`config.mk`:
```
export PLATFORM = sky130hd
export DESIGN_NAME = sertx_ctrl
export DESIGN_NICKNAME = d
export VERILOG_FILES = /design/src/rtl/sertx_pkg.sv /design/src/rtl/sertx_fifo.sv /design/src/rtl/sertx_serial.sv /design/src/rtl/sertx_ctrl.sv
export SDC_FILE = /design/constraint.sdc
export NUM_CORES = 1
export LEC_CHECK = 0
export BUFFER_PORTS_ARGS = -buffer_cell sky130_fd_sc_hd__buf_2
export CORE_MARGIN = 5
export CORE_UTILIZATION = 35
export DETAILED_ROUTE_END_ITERATION = 8
export HOLD_SLACK_MARGIN = 0.05
export PLACE_DENSITY = 0.59
export SLEW_MARGIN = 20
export SYNTH_ARGS = -nofsm -noshare
export SYNTH_HDL_FRONTEND = slang
export SYNTH_SLANG_ARGS = --single-unit
```
`constraint.sdc`:
```
create_clock -name clk -period 4.55 [get_ports clk]
set_input_delay 0 -clock clk [delete_from_list [all_inputs] [get_ports clk]]
set_output_delay 0 -clock clk [all_outputs]
set_load 0.02 [all_outputs]
```
`src/rtl/sertx_pkg.sv`:
```
package sertx_pkg;
    localparam int ST_DMA    = 0;
    localparam int ST_EN     = 1;
    localparam int ST_SPACE  = 2;
    localparam int ST_DONE   = 3;
    localparam int ST_COLL   = 4;
    localparam int ST_URUN   = 5;
    localparam int ST_NOACK  = 6;
    localparam int ST_ACKCHK = 7;

    typedef enum logic [1:0] {
        SER_IDLE  = 2'd0,
        SER_SHIFT = 2'd1,
        SER_WAIT  = 2'd2
    } ser_state_e;
endpackage

```
`src/rtl/sertx_fifo.sv`:
```
module sertx_fifo #(
    parameter int DEPTH = 3,
    parameter int DW    = 8
) (
    input  logic          clk,
    input  logic          rst_n,
    input  logic          clr,
    input  logic          push,
    input  logic [DW-1:0] wdata,
    input  logic          pop,
    output logic [DW-1:0] rdata,
    output logic          empty,
    output logic          full
);
    localparam int PW = (DEPTH > 1) ? $clog2(DEPTH) : 1;
    localparam int CW = $clog2(DEPTH + 1);

    typedef struct packed {
        logic [DEPTH-1:0][DW-1:0] mem;
        logic [PW-1:0]            wp;
        logic [PW-1:0]            rp;
        logic [CW-1:0]            cnt;
    } fifo_s;

    fifo_s q, d;
    logic  do_push, do_pop;

    function automatic logic [PW-1:0] next_ptr(input logic [PW-1:0] p);
        return (p == PW'(DEPTH - 1)) ? '0 : p + PW'(1);
    endfunction

    always_comb begin
        d       = q;
        do_push = push && (q.cnt != CW'(DEPTH));
        do_pop  = pop && (q.cnt != '0);
        if (clr) begin
            d.wp  = '0;
            d.rp  = '0;
            d.cnt = '0;
        end else begin
            if (do_push) begin
                d.mem[q.wp] = wdata;
                d.wp        = next_ptr(q.wp);
            end
            if (do_pop) begin
                d.rp = next_ptr(q.rp);
            end
            if (do_push && !do_pop) begin
                d.cnt = q.cnt + CW'(1);
            end else if (do_pop && !do_push) begin
                d.cnt = q.cnt - CW'(1);
            end
        end
    end

    always_ff @(posedge clk or negedge rst_n) begin
        if (!rst_n) begin
            q <= '0;
        end else begin
            q <= d;
        end
    end

    assign rdata = q.mem[q.rp];
    assign empty = (q.cnt == '0);
    assign full  = (q.cnt == CW'(DEPTH));
endmodule

```
`src/rtl/sertx_serial.sv`:
```
module sertx_serial
    import sertx_pkg::*;
#(
    parameter int DW    = 8,
    parameter int IFS_W = 4
) (
    input  logic             clk,
    input  logic             rst_n,
    input  logic             en,
    input  logic             ack_chk,
    input  logic [IFS_W-1:0] ifs_len,
    input  logic             bit_tick,
    input  logic             coll_in,
    input  logic             ack_in,
    input  logic             fifo_empty,
    input  logic [DW-1:0]    fifo_rdata,
    output logic             pop,
    output logic             txd,
    output logic             den,
    output logic             ev_done,
    output logic             ev_noack,
    output logic             ev_coll,
    output logic             in_wait
);
    localparam int BW = $clog2(DW + 1);

    typedef struct packed {
        ser_state_e       state;
        logic [DW-1:0]    sh;
        logic [BW-1:0]    left;
        logic [IFS_W-1:0] ifs;
        logic             seen;
    } ser_s;

    ser_s q, d;
    logic seen_now;

    always_comb begin
        d        = q;
        pop      = 1'b0;
        ev_done  = 1'b0;
        ev_noack = 1'b0;
        ev_coll  = 1'b0;
        seen_now = q.seen | ack_in;
        unique case (q.state)
            SER_IDLE: begin
                if (en && !fifo_empty) begin
                    pop     = 1'b1;
                    d.sh    = fifo_rdata;
                    d.left  = BW'(DW);
                    d.state = SER_SHIFT;
                end
            end
            SER_SHIFT: begin
                if (!en) begin
                    d.state = SER_IDLE;
                end else if (coll_in) begin
                    ev_coll = 1'b1;
                    d.state = SER_IDLE;
                end else if (bit_tick) begin
                    if (q.left == BW'(1)) begin
                        if (!fifo_empty) begin
                            pop    = 1'b1;
                            d.sh   = fifo_rdata;
                            d.left = BW'(DW);
                        end else if (ack_chk) begin
                            d.state = SER_WAIT;
                            d.ifs   = ifs_len;
                            d.seen  = 1'b0;
                        end else begin
                            ev_done = 1'b1;
                            d.state = SER_IDLE;
                        end
                    end else begin
                        d.sh   = q.sh >> 1;
                        d.left = q.left - BW'(1);
                    end
                end
            end
            SER_WAIT: begin
                if (!en) begin
                    d.state = SER_IDLE;
                end else begin
                    d.seen = seen_now;
                    if (q.ifs == '0) begin
                        ev_done  = seen_now;
                        ev_noack = !seen_now;
                        d.state  = SER_IDLE;
                    end else if (bit_tick) begin
                        d.ifs = q.ifs - IFS_W'(1);
                    end
                end
            end
            default: d.state = SER_IDLE;
        endcase
    end

    always_ff @(posedge clk or negedge rst_n) begin
        if (!rst_n) begin
            q <= '{state: SER_IDLE, sh: '0, left: '0, ifs: '0, seen: 1'b0};
        end else begin
            q <= d;
        end
    end

    assign txd     = (q.state == SER_SHIFT) ? q.sh[0] : 1'b1;
    assign den     = (q.state != SER_SHIFT);
    assign in_wait = (q.state == SER_WAIT);
endmodule

```
`src/rtl/sertx_ctrl.sv`:
```
module sertx_ctrl
    import sertx_pkg::*;
#(
    parameter int DEPTH = 3,
    parameter int DW    = 8,
    parameter int CNT_W = 8,
    parameter int IFS_W = 4
) (
    input  logic             clk,
    input  logic             rst_n,
    input  logic             byte_wr,
    input  logic [DW-1:0]    byte_data,
    input  logic             ctl_wr,
    input  logic [7:0]       ctl_data,
    output logic [7:0]       status,
    input  logic             slot_mode,
    input  logic             cnt_wr,
    input  logic [CNT_W-1:0] cnt_data,
    output logic [CNT_W-1:0] coll_count,
    input  logic [IFS_W-1:0] ifs_len,
    input  logic             bit_tick,
    input  logic             coll_in,
    input  logic             ack_in,
    output logic             txd,
    output logic             den,
    output logic             irq
);
    typedef struct packed {
        logic             dma;
        logic             en;
        logic             ackchk;
        logic             done;
        logic             coll;
        logic             urun;
        logic             noack;
        logic [CNT_W-1:0] cnt;
    } ctl_s;

    ctl_s q, d;

    logic          fifo_clr, fifo_pop, fifo_empty, fifo_full;
    logic [DW-1:0] fifo_rdata;
    logic          ev_done, ev_noack, ev_coll, in_wait;
    logic          unused_ctl;

    assign unused_ctl = ^ctl_data[6:2];

    sertx_fifo #(.DEPTH(DEPTH), .DW(DW)) u_fifo (
        .clk   (clk),
        .rst_n (rst_n),
        .clr   (fifo_clr),
        .push  (byte_wr),
        .wdata (byte_data),
        .pop   (fifo_pop),
        .rdata (fifo_rdata),
        .empty (fifo_empty),
        .full  (fifo_full)
    );

    sertx_serial #(.DW(DW), .IFS_W(IFS_W)) u_serial (
        .clk        (clk),
        .rst_n      (rst_n),
        .en         (q.en),
        .ack_chk    (q.ackchk),
        .ifs_len    (ifs_len),
        .bit_tick   (bit_tick),
        .coll_in    (coll_in),
        .ack_in     (ack_in),
        .fifo_empty (fifo_empty),
        .fifo_rdata (fifo_rdata),
        .pop        (fifo_pop),
        .txd        (txd),
        .den        (den),
        .ev_done    (ev_done),
        .ev_noack   (ev_noack),
        .ev_coll    (ev_coll),
        .in_wait    (in_wait)
    );

    always_comb begin
        d        = q;
        fifo_clr = 1'b0;
        if (ev_done) begin
            d.en   = 1'b0;
            d.done = 1'b1;
        end
        if (ev_noack) begin
            d.en    = 1'b0;
            d.noack = 1'b1;
        end
        if (ev_coll) begin
            d.en   = 1'b0;
            d.coll = 1'b1;
            if (!slot_mode) begin
                d.cnt = q.cnt + CNT_W'(1);
            end
        end
        if (byte_wr && q.dma && (q.done || in_wait)) begin
            d.urun = 1'b1;
        end
        if (ctl_wr) begin
            d.dma    = ctl_data[ST_DMA];
            d.en     = ctl_data[ST_EN];
            d.ackchk = ctl_data[ST_ACKCHK];
            if (ctl_data[ST_EN] && !q.en) begin
                fifo_clr = 1'b1;
                d.done   = 1'b0;
                d.coll   = 1'b0;
                d.urun   = 1'b0;
                d.noack  = 1'b0;
            end
        end
        if (cnt_wr) begin
            d.cnt = cnt_data;
        end
    end

    always_ff @(posedge clk or negedge rst_n) begin
        if (!rst_n) begin
            q <= '0;
        end else begin
            q <= d;
        end
    end

    always_comb begin
        status              = '0;
        status[ST_DMA]      = q.dma;
        status[ST_EN]       = q.en;
        status[ST_SPACE]    = !fifo_full;
        status[ST_DONE]     = q.done;
        status[ST_COLL]     = q.coll;
        status[ST_URUN]     = q.urun;
        status[ST_NOACK]    = q.noack;
        status[ST_ACKCHK]   = q.ackchk;
    end

    assign coll_count = q.cnt;
    assign irq        = q.dma ? (q.done | q.urun) : !fifo_full;
endmodule

```
==> results of run 1 <==
==> layout make-up <==
cell class	count	area (um2)
well taps	133	166
repair buffers	96	708
clock buffers	9	124
clock inverters	7	120
flip-flops and latches	64	1600
fillers	901	5160
inverters	14	52.6
multi-input cells	219	1660
==> flip-flops by register name, indices dropped and copies added (netlist names) <==
name	cells
status	7
u_serial.q	19
u_fifo.q	30
coll_count	8
==> logic make-up (layout without fill, tap and decap cells) <==
logic type,Yosys count,count (layout),synth area share [%]
flip-flops,64,64,47.3
buffers and inverters,30,126,3.81
multiplexers,58,58,18.7
AO/OA/AOI/OAI,59,59,12.2
AND/OR/NAND/NOR,88,88,13.7
adder cells (fa/ha/maj),7,7,2.59
XOR/XNOR,7,7,1.81
==> stage by stage <==
step / hold WS, ps / power (mW) / cell area [um2] / util, %
after floorplan: -296 / 1.58 / 3390 / -
after CTS: 52.8 / 2.45 / 4430 / 46.2
final: 66.3 / 2.42 / 4430 / 46.2
after global routing: 68.4 / 2.61 / 4430 / 46.2
after global placement: 213 / 1.77 / 3730 / 38.9
after detailed placement: 223 / 1.81 / 3730 / 38.9
==> power breakdown <==
group | leakage (nW) | switching [mW] | internal [mW]
Combinational | 1.02 | 0.431 | 0.421
Clock | 0.119 | 0.233 | 0.365
Sequential | 0.784 | 0.178 | 0.789
Total | 1.93 | 0.842 | 1.57
==> layer usage <==
metal | global-route usage, % | part of all wire, % | vias to the layer above
met5 | 0 | 0 | -
met3 | 3.46 | 2.7 | 16
li1 | - | - | 1314
met1 | 17.7 | 46 | 1290
met2 | 22.9 | 49 | 39
met4 | 5.05 | 1.7 | 0
==> worst min path at each step <==
stage                     start             to  cells past startpoint
global route             cnt_wr  coll_count[4]                      2
global placement    cnt_data[7]  coll_count[7]                      3
CTS                      cnt_wr  coll_count[4]                      2
finish                   cnt_wr  coll_count[2]                      2
floorplan                 rst_n  coll_count[0]                      0
detailed placement  cnt_data[3]  coll_count[3]                      3
==> cell usage in the layout (no fill, tap or decap), types with 3 or more instances in the layout <==
| master | instances |
|---|---|
| sky130_fd_sc_hd__xnor2_1 | 3 |
| sky130_fd_sc_hd__nor3_1 | 4 |
| sky130_fd_sc_hd__a21oi_1 | 13 |
| sky130_fd_sc_hd__and3_1 | 3 |
| sky130_fd_sc_hd__nand2_1 | 28 |
| sky130_fd_sc_hd__o21ai_0 | 4 |
| sky130_fd_sc_hd__dfrtp_1 | 64 |
| sky130_fd_sc_hd__dlygate4sd3_1 | 45 |
| sky130_fd_sc_hd__bufinv_16 | 3 |
| sky130_fd_sc_hd__o22ai_1 | 3 |
| sky130_fd_sc_hd__o21ai_1 | 11 |
| sky130_fd_sc_hd__nand3_1 | 7 |
| sky130_fd_sc_hd__nor2_1 | 15 |
| sky130_fd_sc_hd__xor2_1 | 4 |
| sky130_fd_sc_hd__nor2b_1 | 3 |
| sky130_fd_sc_hd__nand4_1 | 4 |
| sky130_fd_sc_hd__o2bb2ai_1 | 7 |
| sky130_fd_sc_hd__mux2i_1 | 17 |
| sky130_fd_sc_hd__nand3b_1 | 3 |
| sky130_fd_sc_hd__mux2_2 | 3 |
| sky130_fd_sc_hd__mux2_1 | 38 |
| sky130_fd_sc_hd__buf_2 | 50 |
| sky130_fd_sc_hd__nand2b_1 | 5 |
| sky130_fd_sc_hd__ha_1 | 7 |
| sky130_fd_sc_hd__o211ai_1 | 3 |
| sky130_fd_sc_hd__clkbuf_8 | 9 |
| sky130_fd_sc_hd__a32o_1 | 3 |
| sky130_fd_sc_hd__inv_1 | 12 |
==> results by group, run 1 <==
Timing
  • Fmax: 365 MHz
  • Period minus WS final: 2740 ps
  • Accumulated negative setup slack: 0 ps
  • Worst-Margin Slew: 987 ps
  • Final setup violation count: 0
  • Unrepaired setup endpoints after global routing: false
  • Clock Skews: 9.81 ps
  • Final period utilization: 60.2%
  • Final count of hold timing violations: 0
  • Number of max-slew violations in the final report: 0
  • Setup slack of the critical path after layout: 1810 ps
  • Max_slew headroom: 34.2%

Synthesis
  • Share of flip-flops with an asynchronous set or reset after synthesis: 100%
  • Synthesis Warnings: 0
  • Synth cell count leaders: sky130_fd_sc_hd__dfrtp_1, sky130_fd_sc_hd__mux2_1, sky130_fd_sc_hd__nand2_1, sky130_fd_sc_hd__mux2i_1, sky130_fd_sc_hd__nor2_1
  • Leading cell types by total area after synthesis: sky130_fd_sc_hd__dfrtp_1, sky130_fd_sc_hd__mux2_1, sky130_fd_sc_hd__mux2i_1, sky130_fd_sc_hd__nand2_1, sky130_fd_sc_hd__ha_1
  • Part of the Yosys area used for sequential elements: 47.3%
  • FF+latch count, synth: 64
  • Number of enable-type register cells in the synthesized netlist: 0
  • Post-synthesis cell count: 313
  • Top cell type by total area after synthesis: sky130_fd_sc_hd__dfrtp_1
  • Dominant cell by count in the synthesized netlist: sky130_fd_sc_hd__dfrtp_1
  • Synthesized area divided by synthesized cell count: 10.8 um2
  • Cell area after synthesis: 0.00339 mm2
  • Most used DFF post-synth: sky130_fd_sc_hd__dfrtp_1
  • Area share of the leading cell type in the synthesized netlist: 47.3%
  • Number of distinct library cells after synthesis: 55
  • Nets in the synthesized netlist: 357

Clocking
  • Clock latency on the worst-skew pair: 340 ps
  • TritonCTS Buffers: 9
  • Number of cells upsized or downsized after cts: 0
  • Clock-pin slew of the registers on the worst-case setup and hold paths: 80 ps
  • Longest Clk Path Bufs: 2
  • Root Buffer Master: sky130_fd_sc_hd__clkbuf_8
  • Post-CTS repair timing setup buffer count: 0
  • CTS tree: built
  • CTS H-tree depth: 3
  • Clock sink total: 64
  • Number of hold-repair buffers added at the cts stage: 45

Critical path
  • Cell count along the critical path: 6
  • Cell Chain, Critical Path: inv_1 -> ha_1 -> nor4bb_1 -> o21ai_0 -> a32o_1 -> dlygate4sd3_1
  • Maximum cell stage delay along the critical path: 600 ps
  • Depth of the most critical reg-to-reg path: 6
  • Slowest cell on the critical path: sky130_fd_sc_hd__nor4bb_1
  • Minimum setup slack among reg-to-reg paths: 1810 ps
  • Origin of the worst setup path: u_serial.q[17]
  • RR Endpoint: status[1]
  • CP endpoint kind: flip-flop
  • CP delay by family, top: buffers and inverters
  • Destination of the critical timing path: status[1]
  • Worst Path Buf+Inv: 2
  • Critical path class: flip-flop to flip-flop
  • Required time of the worst setup path: 4780 ps
  • Launching point of the worst reg2reg path: u_serial.q[17]
  • Critical path launch point type: flip-flop
  • CP max FO: 15
  • Arrival time at the worst endpoint: 2970 ps

Routing
  • DRC marker count from the first detailed-route iteration: 113
  • DRC: 0
  • Detailed-route via count: 2659
  • Total iterations of the first detailed-routing run: 4
  • Remaining antenna violation count: 0
  • Total wire length after detailed routing: 7560 um
  • Via/cell ratio: 4.91
  • Drt wl/cell: 13.9 um

Global route
  • Global-route wire length before repair: 12900 um
  • Final global-route overflow total: 0
  • Maximum number of pins on one net before global-route repair: 65
  • Vias in the first global route: 2703
  • Initial antenna violation count: 0
  • Total GRT Usage: 13.9%

Cells and area
  • Share of post-route cells with drive strength above 1: 19.3%
  • Fin nets: 448
  • Count of antenna diodes in the layout: 0
  • Non-filler instance count after layout: 542
  • Area overhead of the layout relative to synthesis: 30.8%

Placed design
  • Routability Congestion: 0.774
  • Placed cell count: 481
  • Pre-CTS setup slack: 1850 ps
  • Number of I/O port buffers: 50
  • Half-perimeter wire length after placement: 5030 um

Floorplan
  • Standard-cell rows: 36
  • Die ar.: 0.0117 mm2
  • Die boundary width: 108 um
  • Die outline height: 108 um
  • Core region area: 0.00959 mm2
  • Initial core utilization: 35.3%
  • IO Count: 56

Hold path
  • Worst hold path type: input port to flip-flop

Flow run
  • Maxcap violations: 0

Power
  • Cell area power density: 546 mW/mm2
  • Leakage power summed over all cells: 1.93 nW
  • IR drop worst, VDD: 0.141 mV

Outcome
  • Run status: finished, final reports clean
Note: power is estimated with default switching activity, not from simulation.
==> inputs of run 2 (changes only) <==
--- a/config.mk
+++ b/config.mk
@@ -5,6 +5,7 @@
 export SDC_FILE = /design/constraint.sdc
 export NUM_CORES = 1
 export LEC_CHECK = 0
+export ABC_AREA = 1
 export BUFFER_PORTS_ARGS = -buffer_cell sky130_fd_sc_hd__buf_2
 export CORE_MARGIN = 5
 export CORE_UTILIZATION = 35
==> constraint.sdc (replaced) <==
create_clock -name clk -period 2.7 [get_ports clk]
set_input_delay 0 -clock clk [delete_from_list [all_inputs] [get_ports clk]]
set_output_delay 0 -clock clk [all_outputs]
set_load 0.02 [all_outputs]
==> run 2 against run 1 <==
Effect of this change:
- worst setup slack worse by 1600 ps
- routed wire length up 8.3%
- hold slack better by 22 ps
- area after synthesis up 3.4%
- sequential power up 60%
- maximum frequency up 11%
- critical path depth up 4
- global-route usage up 0.63 points
- critical path type unchanged
==> results by group, run 2 <==
Critical path
  • Destination of the critical timing path: coll_count[2]
  • Critical path launch point type: flip-flop
  • Launching point of the worst reg2reg path: u_serial.q[18]
  • Minimum setup slack among reg-to-reg paths: 240 ps
  • CP delay by family, top: buffers and inverters
  • Cell Chain, Critical Path: inv_1 -> ha_1 -> nand2_4 -> inv_2 -> nand2_1 -> nor2_1 -> nand2_1 -> nor2_1 -> a211oi_1 -> dlygate4sd3_1
  • Worst Path Buf+Inv: 3
  • Arrival time at the worst endpoint: 2690 ps
  • Origin of the worst setup path: u_serial.q[18]
  • Slowest cell on the critical path: sky130_fd_sc_hd__dlygate4sd3_1
  • CP endpoint kind: flip-flop
  • Required time of the worst setup path: 2930 ps
  • Cell count along the critical path: 10
  • CP max FO: 10
  • RR Endpoint: coll_count[2]
  • Critical path class: flip-flop to flip-flop
  • Depth of the most critical reg-to-reg path: 10
  • Maximum cell stage delay along the critical path: 560 ps

Flow run
  • Maxcap violations: 0

Clocking
  • Number of cells upsized or downsized after cts: 0
  • TritonCTS Buffers: 9
  • Clock-pin slew of the registers on the worst-case setup and hold paths: 80 ps
  • CTS H-tree depth: 3
  • Post-CTS repair timing setup buffer count: 0
  • CTS tree: built
  • Clock latency on the worst-skew pair: 360 ps
  • Root Buffer Master: sky130_fd_sc_hd__clkbuf_8
  • Clock sink total: 64
  • Number of hold-repair buffers added at the cts stage: 37
  • Longest Clk Path Bufs: 2

Routing
  • Remaining antenna violation count: 0
  • DRC marker count from the first detailed-route iteration: 181
  • Total iterations of the first detailed-routing run: 4
  • Via/cell ratio: 4.66
  • Drt wl/cell: 12.2 um
  • Detailed-route via count: 3115
  • DRC: 0
  • Total wire length after detailed routing: 8190 um

Floorplan
  • Initial core utilization: 35.8%
  • Die ar.: 0.0121 mm2
  • Die boundary width: 110 um
  • Core region area: 0.00977 mm2
  • Standard-cell rows: 36
  • Die outline height: 110 um
  • IO Count: 56

Synthesis
  • Nets in the synthesized netlist: 486
  • Post-synthesis share of cell area spent on and, or, nand and nor gates: 28.7%
  • FF+latch count, synth: 64
  • Cell area after synthesis: 0.00350 mm2
  • Share of the synthesized area in compound gates (AO/OA/AOI/OAI): 12.9%
  • Part of the Yosys area used for sequential elements: 45.7%
  • Synthesis Warnings: 0
  • Most used DFF post-synth: sky130_fd_sc_hd__dfrtp_1
  • Dominant cell by count in the synthesized netlist: sky130_fd_sc_hd__nand2_1
  • Number of distinct library cells after synthesis: 34
  • Share of flip-flops with an asynchronous set or reset after synthesis: 100%
  • Post-synthesis cell count: 442
  • Top cell type by total area after synthesis: sky130_fd_sc_hd__dfrtp_1
  • Synthesized area divided by synthesized cell count: 7.92 um2
  • Multiplexer share of the synthesized area: 0%
  • Number of enable-type register cells in the synthesized netlist: 0
  • Area share of the leading cell type in the synthesized netlist: 45.7%
  • Synthesized-area fraction occupied by adder cells: 2.50%
  • Leading cell types by total area after synthesis: sky130_fd_sc_hd__dfrtp_1, sky130_fd_sc_hd__nand2_1, sky130_fd_sc_hd__inv_1, sky130_fd_sc_hd__nor2_1, sky130_fd_sc_hd__nand3_1
  • Main combinational cell family by area after synthesis: simple AND/OR/NAND/NOR gates
  • Xor-xnor portion of the synthesized cell area: 1.50%
  • Synth cell count leaders: sky130_fd_sc_hd__nand2_1, sky130_fd_sc_hd__dfrtp_1, sky130_fd_sc_hd__inv_1, sky130_fd_sc_hd__nor2_1, sky130_fd_sc_hd__nand3_1

Cells and area
  • Area overhead of the layout relative to synthesis: 25.7%
  • Top library cells by usage in the layout, fill and taps aside: sky130_fd_sc_hd__nand2_1, sky130_fd_sc_hd__dfrtp_1, sky130_fd_sc_hd__buf_2, sky130_fd_sc_hd__inv_1, sky130_fd_sc_hd__nor2_1
  • Number of flip-flops in the largest register: 30
  • Top register by number of flip-flops: u_fifo.q
  • Share of post-route cells with drive strength above 1: 19.6%
  • Fin nets: 575
  • Fill cell total of the finished layout: 1007
  • Count of antenna diodes in the layout: 0
  • Commonest non-fill, non-tap cell in the layout: sky130_fd_sc_hd__nand2_1

Hold path
  • Cells on Worst Hold Path: 3
  • Worst hold path type: input port to flip-flop

Global route
  • Final global-route overflow total: 0
  • Vias in the first global route: 3125
  • Maximum number of pins on one net before global-route repair: 65
  • Global-route wire length before repair: 13800 um
  • Total GRT Usage: 14.5%
  • Initial antenna violation count: 0

Timing
  • Final period utilization: 91.0%
  • Period minus WS final: 2460 ps
  • Number of max-slew violations in the final report: 0
  • Clock Skews: 9.82 ps
  • Worst-Margin Slew: 826 ps
  • Accumulated negative setup slack: 0 ps
  • Worst hold slack: 88.3 ps
  • Final count of hold timing violations: 0
  • Unrepaired setup endpoints after global routing: false
  • Fmax: 407 MHz
  • Final setup violation count: 0
  • Max_slew headroom: 44.9%

Placed design
  • Number of I/O port buffers: 50
  • Half-perimeter wire length after placement: 5630 um
  • Routability Congestion: 0.826

Outcome
  • Run status: finished, final reports clean

Power
  • Leakage power summed over all cells: 2.19 nW
  • Cell area power density: 950 mW/mm2
  • IR drop worst, VDD: 0.330 mV
==> run 2: cell types whose count changed after synthesis, sizes merged, moves of 5 or more <==
cell / change
nand2b: -5
clkbuf: -7
mux2: -41
mux2i: -17
nor2: +23
inv: +39
o2bb2ai: -7
nand2: +112
o21ai: +42
nand3: +25
==> run 2: tightest hold or removal path: stages <==
cell and delay [ps]:
sky130_fd_sc_hd__buf_2 140, sky130_fd_sc_hd__clkinv_1 170, sky130_fd_sc_hd__a21oi_1 90
==> run 2: final cells by class <==
cell class | count | area (um2) | area share, %
flip-flops and latches | 64 | 1600 | 36.4
inverters | 54 | 205 | 4.66
multi-input cells | 314 | 1600 | 36.3
repair buffers | 88 | 628 | 14.3
clock buffers | 14 | 193 | 4.38
clock inverters | 2 | 10.0 | 0.227
well taps | 133 | 166 | 3.78
==> run 2: worst min-delay path by stage <==
stage           startpoint             to  slack (ps)
6_report            cnt_wr  coll_count[5]          90
5_1_grt           bit_tick      status[3]         110
4_1_cts             cnt_wr  coll_count[5]          70
3_5_place_dp   ctl_data[0]      status[0]         220
3_3_place_gp   ctl_data[0]      status[0]         220
2_1_floorplan        rst_n  coll_count[0]        -300
==> run 2: metrics by stage <==
stage          cell area [um2]  worst slack [ps]  cells  util [%]  power [mW]
2_1_floorplan             3500              1180    442         -        2.96
3_3_place_gp              3830               727    616      39.2        3.28
3_5_place_dp              3830               689    616      39.2        3.34
4_1_cts                   4400               230    669      45.0        4.23
5_1_grt                   4400              83.5    669      45.0        4.56
6_report                  4400               242    669      45.0        4.18
==> run 2: report_power, final <==
group	total (mW)	switching, mW	internal [mW]
logic	1.80	1.16	0.639
registers	1.55	0.238	1.31
clock network	0.835	0.379	0.456
==> run 2: kinds of logic after synthesis <==
logic type | count (synthesis)
flops | 64
fa+ha+maj | 7
buf+inv | 64
compound gates | 78
xor+xnor | 6
simple gates | 223
==> run 2: per-layer routing <==
metal  routed length, um  global-route usage (%)  up-vias
li1                    -                       -     1595
met1                3770                    17.7     1447
met2                3910                    24.0       56
met3                 308                    2.56       17
met4                 197                    8.55        0
met5                   0                       0        -
